**config.mk**
```make
export PLATFORM = sky130hd
export DESIGN_NAME = canaf_mode_ctrl
export DESIGN_NICKNAME = d
export VERILOG_FILES = /design/src/rtl/canaf_pkg.sv /design/src/rtl/canaf_mode_reg.sv /design/src/rtl/canaf_sect_regs.sv /design/src/rtl/canaf_accept.sv /design/src/rtl/canaf_mode_ctrl.sv
export SDC_FILE = /design/constraint.sdc
export NUM_CORES = 1
export LEC_CHECK = 0
export BUFFER_PORTS_ARGS = -buffer_cell sky130_fd_sc_hd__buf_2
export CORE_ASPECT_RATIO = 1.25
export CORE_UTILIZATION = 50
export CTS_CLUSTER_SIZE = 16
export DETAILED_ROUTE_END_ITERATION = 10
export GPL_TIMING_DRIVEN = 0
export PLACE_DENSITY = 0.81
export SYNTH_ARGS = -nofsm -noshare
export SYNTH_HDL_FRONTEND = slang
export SYNTH_HIERARCHICAL = 1
export SYNTH_SLANG_ARGS = --single-unit
export TNS_END_PERCENT = 30
```
**constraint.sdc**
```tcl
create_clock -name clk -period 1.9 [get_ports clk]
set_input_delay 0.095 -clock clk [delete_from_list [all_inputs] [get_ports clk]]
set_output_delay 0.095 -clock clk [all_outputs]
set_load 0.01 [all_outputs]
```
**src/rtl/canaf_pkg.sv**
```systemverilog
package canaf_pkg;

   typedef enum logic [1:0] {
      AF_OFF    = 2'b00,
      AF_BYPASS = 2'b01,
      AF_NORMAL = 2'b10
   } af_mode_e;

   localparam int MODE_BIT_OFF = 0;
   localparam int MODE_BIT_BYP = 1;
   localparam int MODE_BIT_FC  = 2;
   localparam int MODE_BITS    = 3;

endpackage

```
**src/rtl/canaf_mode_reg.sv**
```systemverilog
module canaf_mode_reg
   import canaf_pkg::*;
#(
   parameter int DATA_W = 32
) (
   input  logic              clk,
   input  logic              rst_n,
   input  logic              wr_en,
   input  logic [DATA_W-1:0] wdata,
   output logic              off_o,
   output logic              byp_o,
   output af_mode_e          mode_o,
   output logic              halt_o,
   output logic              fullcan_o,
   output logic [DATA_W-1:0] rdata_o
);

   if (DATA_W < MODE_BITS) begin : g_bad_width
      $error("canaf_mode_reg: DATA_W too small for mode bits");
   end

   logic off_q, byp_q, fc_q;

   always_ff @(posedge clk or negedge rst_n) begin
      if (!rst_n) begin
         off_q <= 1'b1;
         byp_q <= 1'b0;
         fc_q  <= 1'b0;
      end else if (wr_en) begin
         off_q <= wdata[MODE_BIT_OFF];
         byp_q <= wdata[MODE_BIT_BYP];
         fc_q  <= wdata[MODE_BIT_FC];
      end
   end

   always_comb begin
      if (byp_q)      mode_o = AF_BYPASS;
      else if (off_q) mode_o = AF_OFF;
      else            mode_o = AF_NORMAL;
   end

   assign off_o     = off_q;
   assign byp_o     = byp_q;
   assign halt_o    = off_q | byp_q;
   assign fullcan_o = fc_q & (mode_o == AF_NORMAL);

   always_comb begin
      rdata_o               = '0;
      rdata_o[MODE_BIT_OFF] = off_q;
      rdata_o[MODE_BIT_BYP] = byp_q;
      rdata_o[MODE_BIT_FC]  = fc_q;
   end


   halt_mode_chk: assert property (@(posedge clk) disable iff (!rst_n)
      halt_o == (mode_o != AF_NORMAL));


   fullcan_gate_chk: assert property (@(posedge clk) disable iff (!rst_n)
      fullcan_o |-> (mode_o == AF_NORMAL));


   bypass_wins_chk: assert property (@(posedge clk) disable iff (!rst_n)
      byp_q |-> (mode_o == AF_BYPASS));

endmodule

```
**src/rtl/canaf_sect_regs.sv**
```systemverilog
module canaf_sect_regs #(
   parameter int DATA_W   = 32,
   parameter int SECT_W   = 10,
   parameter int NUM_SECT = 5,
   parameter int SIDX_W   = (NUM_SECT > 1) ? $clog2(NUM_SECT) : 1
) (
   input  logic              clk,
   input  logic              rst_n,
   input  logic              wr_en,
   input  logic              allow,
   input  logic [SIDX_W-1:0] wr_idx,
   input  logic [DATA_W-1:0] wdata,
   input  logic [SIDX_W-1:0] rd_idx,
   output logic [DATA_W-1:0] rdata_o
);

   if (SECT_W > DATA_W) begin : g_bad_sect
      $error("canaf_sect_regs: SECT_W exceeds DATA_W");
   end
   if (NUM_SECT < 1) begin : g_bad_num
      $error("canaf_sect_regs: NUM_SECT must be at least 1");
   end

   logic [SECT_W-1:0] sect_q [NUM_SECT];

   for (genvar i = 0; i < NUM_SECT; i++) begin : g_sect
      logic hit;
      assign hit = wr_en && allow && (wr_idx == SIDX_W'(i));

      always_ff @(posedge clk or negedge rst_n) begin
         if (!rst_n)   sect_q[i] <= '0;
         else if (hit) sect_q[i] <= wdata[SECT_W-1:0];
      end


      sect_gate_chk: assert property (@(posedge clk) disable iff (!rst_n)
         (wr_en && !allow && wr_idx == SIDX_W'(i)) |=> $stable(sect_q[i]));


      sect_other_chk: assert property (@(posedge clk) disable iff (!rst_n)
         (!wr_en || wr_idx != SIDX_W'(i)) |=> $stable(sect_q[i]));
   end

   always_comb begin
      rdata_o = '0;
      for (int k = 0; k < NUM_SECT; k++) begin
         if (rd_idx == SIDX_W'(k)) rdata_o = DATA_W'(sect_q[k]);
      end
   end

endmodule

```
**src/rtl/canaf_accept.sv**
```systemverilog
module canaf_accept (
   input  logic clk,
   input  logic rst_n,
   input  logic frame_vld,
   input  logic id_match,
   input  logic off_i,
   input  logic byp_i,
   output logic accept_o
);

   logic decide;
   assign decide = frame_vld & (byp_i | (~off_i & id_match));

   always_ff @(posedge clk or negedge rst_n) begin
      if (!rst_n) accept_o <= 1'b0;
      else        accept_o <= decide;
   end


   off_reject_chk: assert property (@(posedge clk) disable iff (!rst_n)
      (frame_vld && off_i && !byp_i) |=> !accept_o);


   bypass_accept_chk: assert property (@(posedge clk) disable iff (!rst_n)
      (frame_vld && byp_i) |=> accept_o);


   normal_match_chk: assert property (@(posedge clk) disable iff (!rst_n)
      (frame_vld && !off_i && !byp_i) |=> (accept_o == $past(id_match)));


   no_strobe_chk: assert property (@(posedge clk) disable iff (!rst_n)
      !frame_vld |=> !accept_o);

endmodule

```
**src/rtl/canaf_mode_ctrl.sv**
```systemverilog
module canaf_mode_ctrl
   import canaf_pkg::*;
#(
   parameter int ADDR_W   = 8,
   parameter int DATA_W   = 32,
   parameter int SECT_W   = 10,
   parameter int NUM_SECT = 5
) (
   input  logic              clk,
   input  logic              rst_n,
   input  logic              psel,
   input  logic              penable,
   input  logic              pwrite,
   input  logic [ADDR_W-1:0] paddr,
   input  logic [DATA_W-1:0] pwdata,
   output logic [DATA_W-1:0] prdata,
   input  logic              frame_vld,
   input  logic              id_match,
   output logic [1:0]        eff_mode,
   output logic              fsm_halt,
   output logic              fullcan_en,
   output logic              accept
);

   localparam int WORD_W = ADDR_W - 2;
   localparam int SIDX_W = (NUM_SECT > 1) ? $clog2(NUM_SECT) : 1;

   if (ADDR_W < 3) begin : g_bad_addr
      $error("canaf_mode_ctrl: ADDR_W too small");
   end
   if (NUM_SECT + 1 > (1 << WORD_W)) begin : g_bad_map
      $error("canaf_mode_ctrl: address space cannot hold all registers");
   end

   logic [WORD_W-1:0] word;
   logic [WORD_W-1:0] sect_off;
   logic              mode_hit, sect_hit, wr_cycle;
   logic              off_b, byp_b;
   af_mode_e          mode_e;
   logic [DATA_W-1:0] mode_rd, sect_rd;

   assign word     = paddr[ADDR_W-1:2];
   assign sect_off = word - WORD_W'(1);
   assign mode_hit = (word == '0);
   assign sect_hit = (word >= WORD_W'(1)) && (word <= WORD_W'(NUM_SECT));
   assign wr_cycle = psel & penable & pwrite;

   canaf_mode_reg #(.DATA_W(DATA_W)) u_mode (
      .clk       (clk),
      .rst_n     (rst_n),
      .wr_en     (wr_cycle & mode_hit),
      .wdata     (pwdata),
      .off_o     (off_b),
      .byp_o     (byp_b),
      .mode_o    (mode_e),
      .halt_o    (fsm_halt),
      .fullcan_o (fullcan_en),
      .rdata_o   (mode_rd)
   );

   canaf_sect_regs #(
      .DATA_W   (DATA_W),
      .SECT_W   (SECT_W),
      .NUM_SECT (NUM_SECT),
      .SIDX_W   (SIDX_W)
   ) u_sect (
      .clk     (clk),
      .rst_n   (rst_n),
      .wr_en   (wr_cycle & sect_hit),
      .allow   (off_b | byp_b),
      .wr_idx  (sect_off[SIDX_W-1:0]),
      .wdata   (pwdata),
      .rd_idx  (sect_off[SIDX_W-1:0]),
      .rdata_o (sect_rd)
   );

   canaf_accept u_acc (
      .clk       (clk),
      .rst_n     (rst_n),
      .frame_vld (frame_vld),
      .id_match  (id_match),
      .off_i     (off_b),
      .byp_i     (byp_b),
      .accept_o  (accept)
   );

   assign eff_mode = mode_e;

   always_comb begin
      if (!psel)         prdata = '0;
      else if (mode_hit) prdata = mode_rd;
      else if (sect_hit) prdata = sect_rd;
      else               prdata = '0;
   end


   mode_reserved_chk: assert property (@(posedge clk) disable iff (!rst_n)
      (psel && mode_hit) |-> (prdata[DATA_W-1:MODE_BITS] == '0));


   unmapped_zero_chk: assert property (@(posedge clk) disable iff (!rst_n)
      (psel && !mode_hit && !sect_hit) |-> (prdata == '0));

endmodule

```
==> out/qor.csv <==
metric;value;unit
outcome;finished, violations left;
violations;negative setup slack;
clk_pin_slew_worst_paths;0.11;ns
worst_pin_slew;1.18;ns
n_antenna_cell;0;
async_reset_ff_share;100;%
antenna_found_initial;0;
fillers;580;
fin_crit_sh;101;%
grt_pass1_vias;2839;
grt_max_degree;55;
fin_ws;-0.00959;ns
reg2reg_to;u_sect/sect_q[32]$_DFFE_PN0P_;
ant_nets;0;
fin_nets;526;
maxCapViolations;0;
core_area;0.00749;sq mm
vdd_drop_max;0.497;mV
post_dp_cell_area;0.00441;sq mm
dr.first_iter.drc_count;80;
mostFrequentLayoutCell;buf_4;
final.setup.tns;-0.0258;ns
clkSinkCount;54;
avgRoutedWirePerCell;14.5;um
initial_core_util;52.5;%
numPortBuffers;37;
crit_fanout;7;
slew_viol_final;0;
timing.rr.start;u_mode/byp_o$_DFFE_PN0P_;
finalHoldViolCount;0;
rrSetupSlack;0.06;ns
synth_area;0.00393;sq mm
vias_per_cell;4.98;
vias;2836;
grt-ovfl-total;0;
drt_wl_total;8.24;mm
setup_viol;5;
synth-edff-count;0;
p_leak;2.42;nW
end_kind;output pin;
crit_required;1.80;ns
worstSkewPairLatency;0.32;ns
clock.fmax;524;MHz
cp-start-kind;input port;
ys_types;41;
die_h;101;um
final_cell_mix;buf_4 (67), dfrtp_1 (53), conb_1 (51), buf_2 (39), mux2_2 (37);
drc;0;
rr_worst_depth;5;
hpwl;5.72;mm
io-pin-count;84;
skew;0.0134;ns
synth.yosys.seq_area_share;34.4;%
cts_tree;done;
dpl_worst_slack;-0.598;ns
p_per_area;483;mW/mm^2
gp_congestion;0.749;
final_area;0.00478;sq mm
ctsRootBufferMaster;clkbuf_8;
power;2.31;mW
final.min_clock_period;1.91;ns
grt_pass1_wl;13.2;mm
firstDrtPassIters;5;
syn_inst;369;
crit_arrival;1.81;ns
hp-class;input port to async pin;
rsz0062_at_grt;true;
die_w;81.3;um
yosys_most_used_dff;dfrtp_1;
drive_gt1_share;50.7;%
max_slew_margin;21.5;%
cts_buffers;5;
cts_buffer_depth;2;
die_area;0.00822;sq mm
synth-seq-cells;54;
yosys_warnings;6;
htreeDepth;2;
crit_type;input port to output pin;
rows;35;
syn2layout_area_growth;21.6;%
grt_util_all_layers;21.0;%
postSynthAreaPerCell;10.7;sq um
stage by stage:
| step | hold slack (ns) | utilization (%) | cells |
|---|---|---|---|
| after floorplan | -0.201 | - | 418 |
| after global placement | 0.329 | 58.9 | 547 |
| after detailed placement | 0.344 | 58.9 | 547 |
| after CTS | 0.0198 | 63.0 | 566 |
| after global routing | 0.0142 | 63.8 | 569 |
| final | 0.00730 | 63.8 | 569 |
sequential cells by signal (all words and copies together), names as in the netlist:
| signal | flops |
|---|---|
| u_mode/off_o | 1 |
| u_acc/accept_o | 1 |
| u_mode/fc_q | 1 |
| u_mode/byp_o | 1 |
| u_sect/sect_q | 50 |
metal layers:
metal | vias to the layer above | global-route usage, % | share of wire, %
met4 | 0 | 4.95 | 1.1
met1 | 1367 | 23.3 | 40
met2 | 76 | 40.1 | 53
met3 | 9 | 4.16 | 5.3
met5 | - | 0 | 0
li1 | 1384 | - | -
cell usage after synthesis (2+ instances only):
cell type  instances  area share [%]
nand2b_1           2            0.32
conb_1             2            0.19
nand2_1           17             1.6
dfrtp_1           53              34
nor2_1             3            0.29
and2b_1            2            0.38
or2_2              2            0.32
buf_6              6             1.7
mux2i_1            2            0.51
o21a_1             3            0.57
mux2_2            39              11
buf_2              5            0.64
nand3_1           33             4.2
a222oi_1           7             1.8
clkbuf_1           8            0.76
o31ai_1            2            0.38
nor2b_1            7             1.1
ha_1               3            0.96
buf_4             57              11
a21oi_1            3            0.38
inv_1             37             3.5
mux2_4            24             9.2
nor3b_1            2            0.38
and3b_1            4            0.89
o31ai_2           30             9.6
critical path, cell delays in order:
cell,delay (ns)
buf_8,0.11
inv_8,0.05
ha_4,0.15
xor2_4,0.18
buf_6,0.14
and3b_2,0.28
a222oi_1,0.39
nand2_1,0.12
inv_2,0.07
o31ai_2,0.05
buf_2,0.16
what timing repair did:
| item | 4_1_cts | 5_1_grt |
|---|---|---|
| setup buffers | 11 | 3 |
| endpoints found under the setup margin | 32 | 13 |
| hold buffers | 0 | 0 |
| cloned | 1 | 0 |
| pin swaps | 15 | 9 |
| resized for setup | 28 | 13 |
final cells by class:
| class | instances | area (sq um) | share of cell area [%] |
|---|---|---|---|
| Inverter | 37 | 156 | 3.27 |
| Sequential cell | 54 | 1350 | 28.3 |
| Clock buffer | 5 | 68.8 | 1.44 |
| Multi-Input combinational cell | 250 | 2130 | 44.5 |
| Clock inverter | 3 | 26.3 | 0.550 |
| Buffer | 76 | 583 | 12.2 |
| Timing Repair Buffer | 52 | 350 | 7.33 |
| Tap cell | 92 | 115 | 2.41 |
worst max-delay path by stage:
stage              from  slack (ns)   endpoint
2_1_floorplan  paddr[2]        0.03  prdata[0]
3_3_place_gp   paddr[2]       -0.59  prdata[7]
3_5_place_dp   paddr[2]       -0.60  prdata[2]
4_1_cts        paddr[2]       0.004  prdata[2]
5_1_grt        paddr[2]       -0.10  prdata[1]
6_report       paddr[2]       -0.01  prdata[0]
kinds of logic after synthesis:
| group | share of synthesized area, % |
|---|---|
| other | 0.191 |
| muxes | 20.9 |
| and+or+nand+nor | 11.8 |
| adders and majority gates | 0.955 |
| buffers and inverters | 17.9 |
| xor gates and xnor gates | 0.223 |
| AOI/OAI and AO/OA | 13.6 |
| DFF | 34.4 |
power by group:
| part | switching (mW) | total, mW | internal, mW | leakage (nW) |
|---|---|---|---|---|
| Combinational | 0.238 | 0.471 | 0.233 | 1.62 |
| Clock | 0.398 | 0.673 | 0.274 | 0.0495 |
| Sequential | 0.00747 | 1.16 | 1.16 | 0.749 |
| Total | 0.644 | 2.31 | 1.66 | 2.42 |
Power figures use the tool's default switching activity.
